<file path="src/rtl/gdrv_pkg.sv">
// Shared types and helpers for the gate-drive fault controller.
// Assumes interval parameters are given in nanoseconds and clock in Hz.
package gdrv_pkg;

    typedef enum logic [1:0] {
        PM_RUN   = 2'b00,
        PM_LOWV  = 2'b01,
        PM_SLEEP = 2'b10
    } pmode_t;

    // Convert a nanosecond interval to whole clock cycles, at least one.
    function automatic int ns_to_cycles(longint clk_hz, longint ns);
        longint c;
        c = (clk_hz * ns) / 64'd1_000_000_000;
        if (c < 1) c = 1;
        return int'(c);
    endfunction

    // Map the raw two-bit supply code onto a power mode; 11 is standby.
    function automatic pmode_t decode_mode(logic [1:0] code);
        pmode_t m;
        case (code)
            2'b00:   m = PM_RUN;
            2'b01:   m = PM_LOWV;
            default: m = PM_SLEEP;
        endcase
        return m;
    endfunction

endpackage

</file>
<file path="src/rtl/gdrv_deglitch.sv">
// Single-channel pulse filter: the clean output takes the raw level only
// after the raw level has differed from it on DEPTH consecutive edges.
// Assumes raw is already synchronous to clk.
module gdrv_deglitch #(
    parameter int DEPTH = 10
) (
    input  logic clk,
    input  logic rst_n,
    input  logic raw,
    output logic clean
);
    localparam int CW = $clog2(DEPTH + 1);
    localparam logic [CW-1:0] LAST = CW'(DEPTH - 1);

    logic [CW-1:0] run_cnt;

    // Count consecutive disagreeing samples; accept the level on the last one.
    always_ff @(posedge clk) begin
        if (!rst_n) begin
            clean   <= 1'b0;
            run_cnt <= '0;
        end else if (raw == clean) begin
            run_cnt <= '0;
        end else if (run_cnt == LAST) begin
            clean   <= raw;
            run_cnt <= '0;
        end else begin
            run_cnt <= run_cnt + 1'b1;
        end
    end
endmodule

</file>
<file path="src/rtl/gdrv_fault_timer.sv">
// Overcurrent inhibition timer with post-trigger sense blanking.
// A sampled trip with blanking idle loads both counters; the hold counter
// defines the inhibition window, the blank counter masks further trips.
module gdrv_fault_timer #(
    parameter int HOLD_CYC  = 100000,
    parameter int BLANK_CYC = 30
) (
    input  logic clk,
    input  logic rst_n,
    input  logic sense_trip,
    output logic fault_active,
    output logic blank_busy
);
    localparam int HW = $clog2(HOLD_CYC + 1);
    localparam int BW = $clog2(BLANK_CYC + 1);

    logic [HW-1:0] hold_cnt;
    logic [BW-1:0] blank_cnt;
    logic          trig;

    // A trip counts only while the blanking counter is idle.
    assign trig = sense_trip && (blank_cnt == '0);

    // Load on trigger, otherwise count both windows down to zero.
    always_ff @(posedge clk) begin
        if (!rst_n) begin
            hold_cnt  <= '0;
            blank_cnt <= '0;
        end else if (trig) begin
            hold_cnt  <= HW'(HOLD_CYC);
            blank_cnt <= BW'(BLANK_CYC);
        end else begin
            if (hold_cnt != '0)  hold_cnt  <= hold_cnt - 1'b1;
            if (blank_cnt != '0) blank_cnt <= blank_cnt - 1'b1;
        end
    end

    assign fault_active = (hold_cnt != '0);
    assign blank_busy   = (blank_cnt != '0);
endmodule

</file>
<file path="src/rtl/gdrv_out_mask.sv">
// Combinational output gating from registered state: power mode, enable,
// fault hold and filtered channel levels. No state of its own.
module gdrv_out_mask
    import gdrv_pkg::*;
#(
    parameter int NCH = 3
) (
    input  pmode_t         mode_q,
    input  logic           en_q,
    input  logic           fault_active,
    input  logic [NCH-1:0] chan_clean,
    output logic [NCH-1:0] drive_out,
    output logic           alarm_n,
    output logic           amp_en
);
    logic run_mode;

    // Decide every output from the current mode and fault state.
    always_comb begin
        run_mode  = (mode_q == PM_RUN);
        alarm_n   = run_mode && !fault_active;
        amp_en    = (mode_q != PM_SLEEP);
        drive_out = (run_mode && en_q && !fault_active) ? chan_clean : '0;
    end
endmodule

</file>
<file path="src/rtl/gate_fault_ctrl.sv">
// Top of the triple gate-drive fault controller. Registers mode and enable,
// filters each channel, runs the fault timer and gates the outputs.
// Assumes all inputs are synchronous to clk.
module gate_fault_ctrl
    import gdrv_pkg::*;
#(
    parameter longint CLK_HZ     = 100_000_000,
    parameter longint INHIBIT_NS = 1_000_000,
    parameter longint BLANK_NS   = 300,
    parameter longint GLITCH_NS  = 100,
    parameter int     NCH        = 3
) (
    input  logic           clk,
    input  logic           rst_n,
    input  logic           sense_trip,
    input  logic [1:0]     pwr_mode,
    input  logic           enable,
    input  logic [NCH-1:0] chan_in,
    output logic [NCH-1:0] drive_out,
    output logic           alarm_n,
    output logic           amp_en
);
    localparam int HOLD_CYC   = ns_to_cycles(CLK_HZ, INHIBIT_NS);
    localparam int BLANK_CYC  = ns_to_cycles(CLK_HZ, BLANK_NS);
    localparam int GLITCH_CYC = ns_to_cycles(CLK_HZ, GLITCH_NS);

    pmode_t         mode_q;
    logic           en_q;
    logic           fault_active;
    logic           blank_busy;
    logic [NCH-1:0] chan_clean;

    // Capture mode and enable; reset lands in standby with drives off.
    always_ff @(posedge clk) begin
        if (!rst_n) begin
            mode_q <= PM_SLEEP;
            en_q   <= 1'b0;
        end else begin
            mode_q <= decode_mode(pwr_mode);
            en_q   <= enable;
        end
    end

    // One pulse filter per channel.
    for (genvar g = 0; g < NCH; g++) begin : g_chan
        gdrv_deglitch #(.DEPTH(GLITCH_CYC)) u_flt (
            .clk   (clk),
            .rst_n (rst_n),
            .raw   (chan_in[g]),
            .clean (chan_clean[g])
        );
    end

    gdrv_fault_timer #(.HOLD_CYC(HOLD_CYC), .BLANK_CYC(BLANK_CYC)) u_timer (
        .clk          (clk),
        .rst_n        (rst_n),
        .sense_trip   (sense_trip),
        .fault_active (fault_active),
        .blank_busy   (blank_busy)
    );

    gdrv_out_mask #(.NCH(NCH)) u_mask (
        .mode_q       (mode_q),
        .en_q         (en_q),
        .fault_active (fault_active),
        .chan_clean   (chan_clean),
        .drive_out    (drive_out),
        .alarm_n      (alarm_n),
        .amp_en       (amp_en)
    );
endmodule

</file>
<file path="config.mk">
export PLATFORM = sky130hd
export DESIGN_NAME = gate_fault_ctrl
export DESIGN_NICKNAME = d
export VERILOG_FILES = /design/src/rtl/gdrv_pkg.sv /design/src/rtl/gdrv_deglitch.sv /design/src/rtl/gdrv_fault_timer.sv /design/src/rtl/gdrv_out_mask.sv /design/src/rtl/gate_fault_ctrl.sv
export SDC_FILE = /design/constraint.sdc
export NUM_CORES = 1
export LEC_CHECK = 0
export ABC_CLOCK_PERIOD_IN_PS = 2200
export BUFFER_PORTS_ARGS = -buffer_cell sky130_fd_sc_hd__buf_4
export CORE_UTILIZATION = 53
export CTS_CLUSTER_SIZE = 24
export DETAILED_ROUTE_END_ITERATION = 10
export HOLD_SLACK_MARGIN = 0.03
export PLACE_DENSITY_LB_ADDON = 0.15
export SLEW_MARGIN = 20
export SYNTH_ARGS = -nofsm -noshare
export SYNTH_HDL_FRONTEND = slang
export SYNTH_SLANG_ARGS = --single-unit
</file>
<file path="constraint.sdc">
create_clock -name clk -period 2.2 [get_ports clk]
set_clock_uncertainty 0.1 [all_clocks]
set_input_delay 0.11 -clock clk [delete_from_list [all_inputs] [get_ports clk]]
set_output_delay 0.11 -clock clk [all_outputs]
set_load 0.1 [all_outputs]
</file>
# Word level (Yosys, flattened, before mapping)
# Cells that the tools add are included.
# W data, S select, Z words.
[totals]
mem_bits_ro = 0
out_inout_bits = 5
latchBits = 0
mem_bits_rw = 0
elab_cells = 54
register_bits = 40
memories = 0
[op_classes]
mux = 6
div = 0
n_shift = 0
eq_ne = 8
reduce_logical = 19
n_lt_le_gt_ge = 0
bitwise = 4
n_mul = 0
n_addsub = 5
[ops]
columns = ["cell", "n"]
rows = [
  ["$mux W17", 2],
  ["$reduce_bool A17 Y1", 1],
  ["$sub A17 B1 Y17 const B", 1],
  ["$add A4 B1 Y4 const B", 3],
  ["$eq A4 B4 Y1 const B", 3],
  ["$mux W5", 2],
  ["$reduce_or A3 Y1", 3],
  ["$reduce_and A2 Y1", 3],
  ["$logic_not A5 Y1", 1],
  ["$reduce_bool A5 Y1", 1],
  ["$sub A5 B1 Y5 const B", 1],
  ["$logic_and A1 B1 Y1", 4],
  ["$logic_not A2 Y1", 2],
  ["$not A1 Y1", 4],
  ["$pmux W2 S2", 1],
  ["$reduce_bool A2 Y1", 2],
  ["$eq A1 B1 Y1", 3],
  ["$mux W3", 1],
  ["$eq A2 B1 Y1 const B", 1],
  ["$ne A2 B2 Y1 const B", 1],
  ["$reduce_or A2 Y1", 1],
  ["$logic_not A1 Y1", 1],
]

# Longest topological paths before layout
[logic_depth]
word_depth = 4
depth_mapped = 7
ltp_nobuf = 6

# Hierarchy
# From an unflattened synthesis, not the netlist that was laid out.
[hier_totals]
hier_cells = 206
hier_area_um2 = 1958.1
[by_module_without_submodules]
columns = ["mod", "n_inst", "area_per_inst_um2", "cells_per_inst"]
rows = [
  ["gdrv_fault_timer", 1, 1176.1, 135],
  ["gdrv_deglitch", 3, 221.5, 20],
  ["gate_fault_ctrl", 1, 81.3, 6],
  ["gdrv_out_mask", 1, 36.3, 5],
]

# Worst setup path after synthesis
# OpenSTA, ideal clock, no wires.
[synth_timing]
kind = "flip-flop to output port"
startpoint = "register u_timer.hold_cnt[0]"
endpoint = "output alarm_n"
path_slack_ns = -1.257
path_stages_with_launch = 6
n_path_buf = 0
arrival_time_ns = 3.247
required_ns = 1.990
path_cell_list = "dfxtp_1 -> inv_1 -> ha_1 -> nor4b_1 -> nand4_1 -> nor3_1"
[synth_between]
elab_chain_cells = 3
[synth_lines]
columns = ["element", "line_no", "source"]
rows = [
  ["start, declared", "gdrv_fault_timer.sv:17", "logic [HW-1:0] hold_cnt;"],
  ["start signal, assigned", "gdrv_fault_timer.sv:30", "hold_cnt <= HW'(HOLD_CYC);"],
  ["start signal, assigned", "gdrv_fault_timer.sv:33", "if (hold_cnt != '0) hold_cnt <= hold_cnt - 1'b1;"],
  ["$reduce_bool A17 Y1", "gdrv_fault_timer.sv:38", "assign fault_active = (hold_cnt != '0);"],
  ["$logic_not A1 Y1", "gdrv_out_mask.sv:21", "alarm_n = run_mode && !fault_active;"],
  ["$logic_and A1 B1 Y1", "gdrv_out_mask.sv:21", ""],
  ["end, declared", "gate_fault_ctrl.sv:20", "output logic alarm_n,"],
]
# Every way passes these cells.

# Final worst setup path
[layout_timing]
startpoint = "register u_timer.hold_cnt[1]"
endpoint = "output drive_out[1]"
[layout_between]
elab_chain_cells = 4
[layout_lines]
columns = ["element", "line_no", "source"]
rows = [
  ["$reduce_bool A17 Y1", "gdrv_fault_timer.sv:38", ""],
  ["$logic_not A1 Y1", "gdrv_out_mask.sv:23", "drive_out = (run_mode && en_q && !fault_active) ? chan_clean : '0;"],
  ["$logic_and A1 B1 Y1", "gdrv_out_mask.sv:23", ""],
  ["$mux W3", "gdrv_out_mask.sv:23", ""],
  ["end, declared", "gate_fault_ctrl.sv:19", "output logic [NCH-1:0] drive_out,"],
]
# Every way passes these cells.

==> flow_summary.json <==
{
  "reg2reg_depth": 8,
  "final_layout_size_suffix_gt1_frac": 0.249,
  "r2r_end": "u_timer.hold_cnt[7]",
  "final_antenna_net_count": 0,
  "post-route-period-util": 1.04,
  "fin_tns_setup_ns": -0.228,
  "timing.final.crit_period_ns": 2.28,
  "crit_type": "register to output port",
  "holdPathStages": 2,
  "drc": 0,
  "synth.net_count": 218,
  "cp-start-kind": "register",
  "grt_overflow_total": 0,
  "ir_drop_mv": 0.637,
  "synth_area_per_cell_um2": 9.09,
  "cp-end-kind": "output port",
  "dieArea_um2": 3690,
  "hold_start": "u_timer.blank_cnt[4]",
  "grt_use_total": 0.276,
  "die_y_um": 60.7,
  "ioPinCount": 14,
  "ys_ff_latch": 40,
  "fin_util": 0.749,
  "antenna_cells": 0,
  "status": "finished with violations",
  "cts.root.buffer_cell": "clkbuf_4",
  "grt_max_degree": 15,
  "io_buffers": 13,
  "rrSetupSlack_ns": 0.06,
  "drt-wirelength-per-cell_um": 15.6,
  "syn_area_um2": 1830,
  "p_per_area_nw_per_um2": 1460,
  "grt_antenna_before_repair": 0,
  "cts_tree": "done",
  "placed_cells": 264,
  "dpl.hpwl_um": 2730,
  "coreArea_um2": 3150,
  "timing.fmax_mhz": 439,
  "cts.sinks": 40,
  "max-cap-violations": 0,
  "violations": "negative setup slack",
  "pre_cts_ws_ns": -0.0110,
  "yosysSeqAreaShare": 0.438,
  "first_iter_violations": 178,
  "area_growth_pct": 29.2,
  "vias_per_cell": 5.86,
  "path_clk_slew_ns": 0.12,
  "topRoutingLayerUsed": "met4",
  "clock_path_buffers": 2,
  "numCtsBuffers": 5,
  "fill_cells": 240,
  "setup_viol": 3,
  "fin_ws_ns": -0.0786,
  "rsz0062_at_grt": "yes",
  "crit_fanout": 3,
  "slew_headroom": 0.678,
  "first_global_vias": 1655,
  "wirelength_um": 4500,
  "instances_no_fill": 289,
  "vias": 1693,
  "clock_latency_ns": 0.34,
  "finalHoldViolations": 0,
  "total_power_mw": 3.44,
  "tightest_slew_ns": 0.483,
  "drt-met1-wl_um": 1720,
  "min_to": "u_timer.blank_cnt[4]",
  "whs_ns": 0.375,
  "worstReg2RegStart": "u_timer.hold_cnt[1]",
  "timing.final.max_slew_violations": 0,
  "synth.distinct_cells": 35,
  "die_w_um": 60.7,
  "routed-wl-met3_um": 278,
  "firstDrtPassIters": 4,
  "fin_area_um2": 2360,
  "synthCells": 201,
  "hold_path_class": "register to register",
  "grt_pass1_wl_um": 7420,
  "rows": 20,
  "htreeDepth": 2,
  "place_congestion": 0.810,
  "yosys_warnings": 0,
  "crit_arrival_ns": 2.07,
  "placement.cell_area_um2": 2080,
  "route.met2.wl_um": 2360,
  "nNetsFinal": 262,
  "crit_path_start": "u_timer.hold_cnt[1]",
  "crit_required_ns": 1.99,
  "p_leak_nw": 0.965,
  "start_util": 0.580
}
-- worst max-delay path by stage --
stage | to | slack [ns] | cells past startpoint
final | drive_out[1] | -0.08 | 8
after global routing | drive_out[1] | -0.20 | 8
after detailed placement | u_timer.hold_cnt[7] | -0.01 | 6
after global placement | u_timer.hold_cnt[7] | 0.09 | 6
after floorplan | alarm_n | 0.03 | 5
after CTS | drive_out[1] | -0.05 | 8
-- logic make-up (layout without fill, tap and decap cells) --
family	Yosys count	in the layout	synth area share
AO/OA/AOI/OAI	36	36	0.123
XOR/XNOR	11	11	0.0527
adder cells (fa/ha/maj)	8	8	0.0548
buffers and inverters	13	57	0.0267
flip-flops	40	40	0.438
multiplexers	4	4	0.0226
AND/OR/NAND/NOR	89	89	0.282
-- synth_stat cells --
master,number,area (um2)
a211oi_1,2,15.0
a21oi_1,11,55.1
a311oi_1,1,8.76
a31oi_1,6,37.5
and2_1,4,25.0
clkbuf_1,4,15.0
dfxtp_1,40,801
ha_1,8,100
inv_1,9,33.8
mux2_2,1,11.3
mux2i_1,3,30.0
nand2_1,10,37.5
nand2b_1,3,18.8
nand3_1,8,40.0
nand3b_1,4,30.0
nand4_1,1,6.26
nand4b_1,1,8.76
nor2_1,28,105
nor3_1,6,30.0
nor4_1,2,12.5
nor4_4,2,42.5
nor4b_1,2,17.5
o211ai_2,1,12.5
o21a_1,1,7.51
o21ai_0,8,40.0
o31ai_1,3,22.5
o41ai_1,3,26.3
or3_1,6,37.5
or3_2,2,15.0
or4_1,5,37.5
or4_4,1,11.3
or4b_1,2,20.0
or4b_2,2,20.0
xnor2_1,5,43.8
xor2_1,6,52.6
-- layer usage --
metal | track usage | up-vias
met2 | 0.512 | 72
met5 | 0 | -
met4 | 0.146 | 0
met3 | 0.0533 | 17
li1 | - | 813
met1 | 0.295 | 791
-- report_power, final --
group | internal (mW) | total, mW | switching, mW | leakage (nW)
Combinational | 0.920 | 1.91 | 0.989 | 0.608
Sequential | 0.922 | 1.18 | 0.262 | 0.329
Clock | 0.118 | 0.343 | 0.225 | 0.0281
-- cell type report --
class                      instances  area [um2]  share of cell area
clock inverter                     1        5.00             0.00212
sequential                        40         805               0.341
inverter                           9        33.8              0.0143
tap                               44        55.1              0.0233
timing repair buffer              41         374               0.158
clock buffer                       6        41.3              0.0175
multi-input combinational        148        1050               0.444
-- registers in the layout (all words and copies together), names as in the netlist --
signal / flops
u_timer.blank_cnt: 5
g_chan.u_flt.run_cnt: 12
u_timer.hold_cnt: 17
g_chan.u_flt.clean: 3
en_q: 1
mode_q: 2
-- cells in the final DEF, fill, tap and decap left out, types with 6 or more instances in the layout --
master and n:
nand2_1 10, ha_1 7, or3_1 6, buf_4 27, inv_1 7, nor2_1 28
xor2_1 6, nand3_1 8, dfxtp_1 37, a21oi_1 11, a31oi_1 6, o21ai_0 8
dlygate4sd3_1 10
-- timing repair --
action / 4_1_cts / 5_1_grt
pin swaps: 4 / 2
gates resized for setup: 18 / 2
buffers inserted: 5 / 3
hold buffers: 10 / 0
endpoints found under the setup margin: 7 / 10
endpoints found under the hold margin: 11 / 0
-- critical path, stage by stage, from the launching register on --
cell and delay, ns:
dfxtp_2 0.35, inv_2 0.08, ha_4 0.13, nor4b_4 0.21, nand4_1 0.16, nor4b_2 0.28, buf_4 0.18, and2_4 0.15
buf_12 0.16
Note: power is estimated with default switching activity, not from simulation.
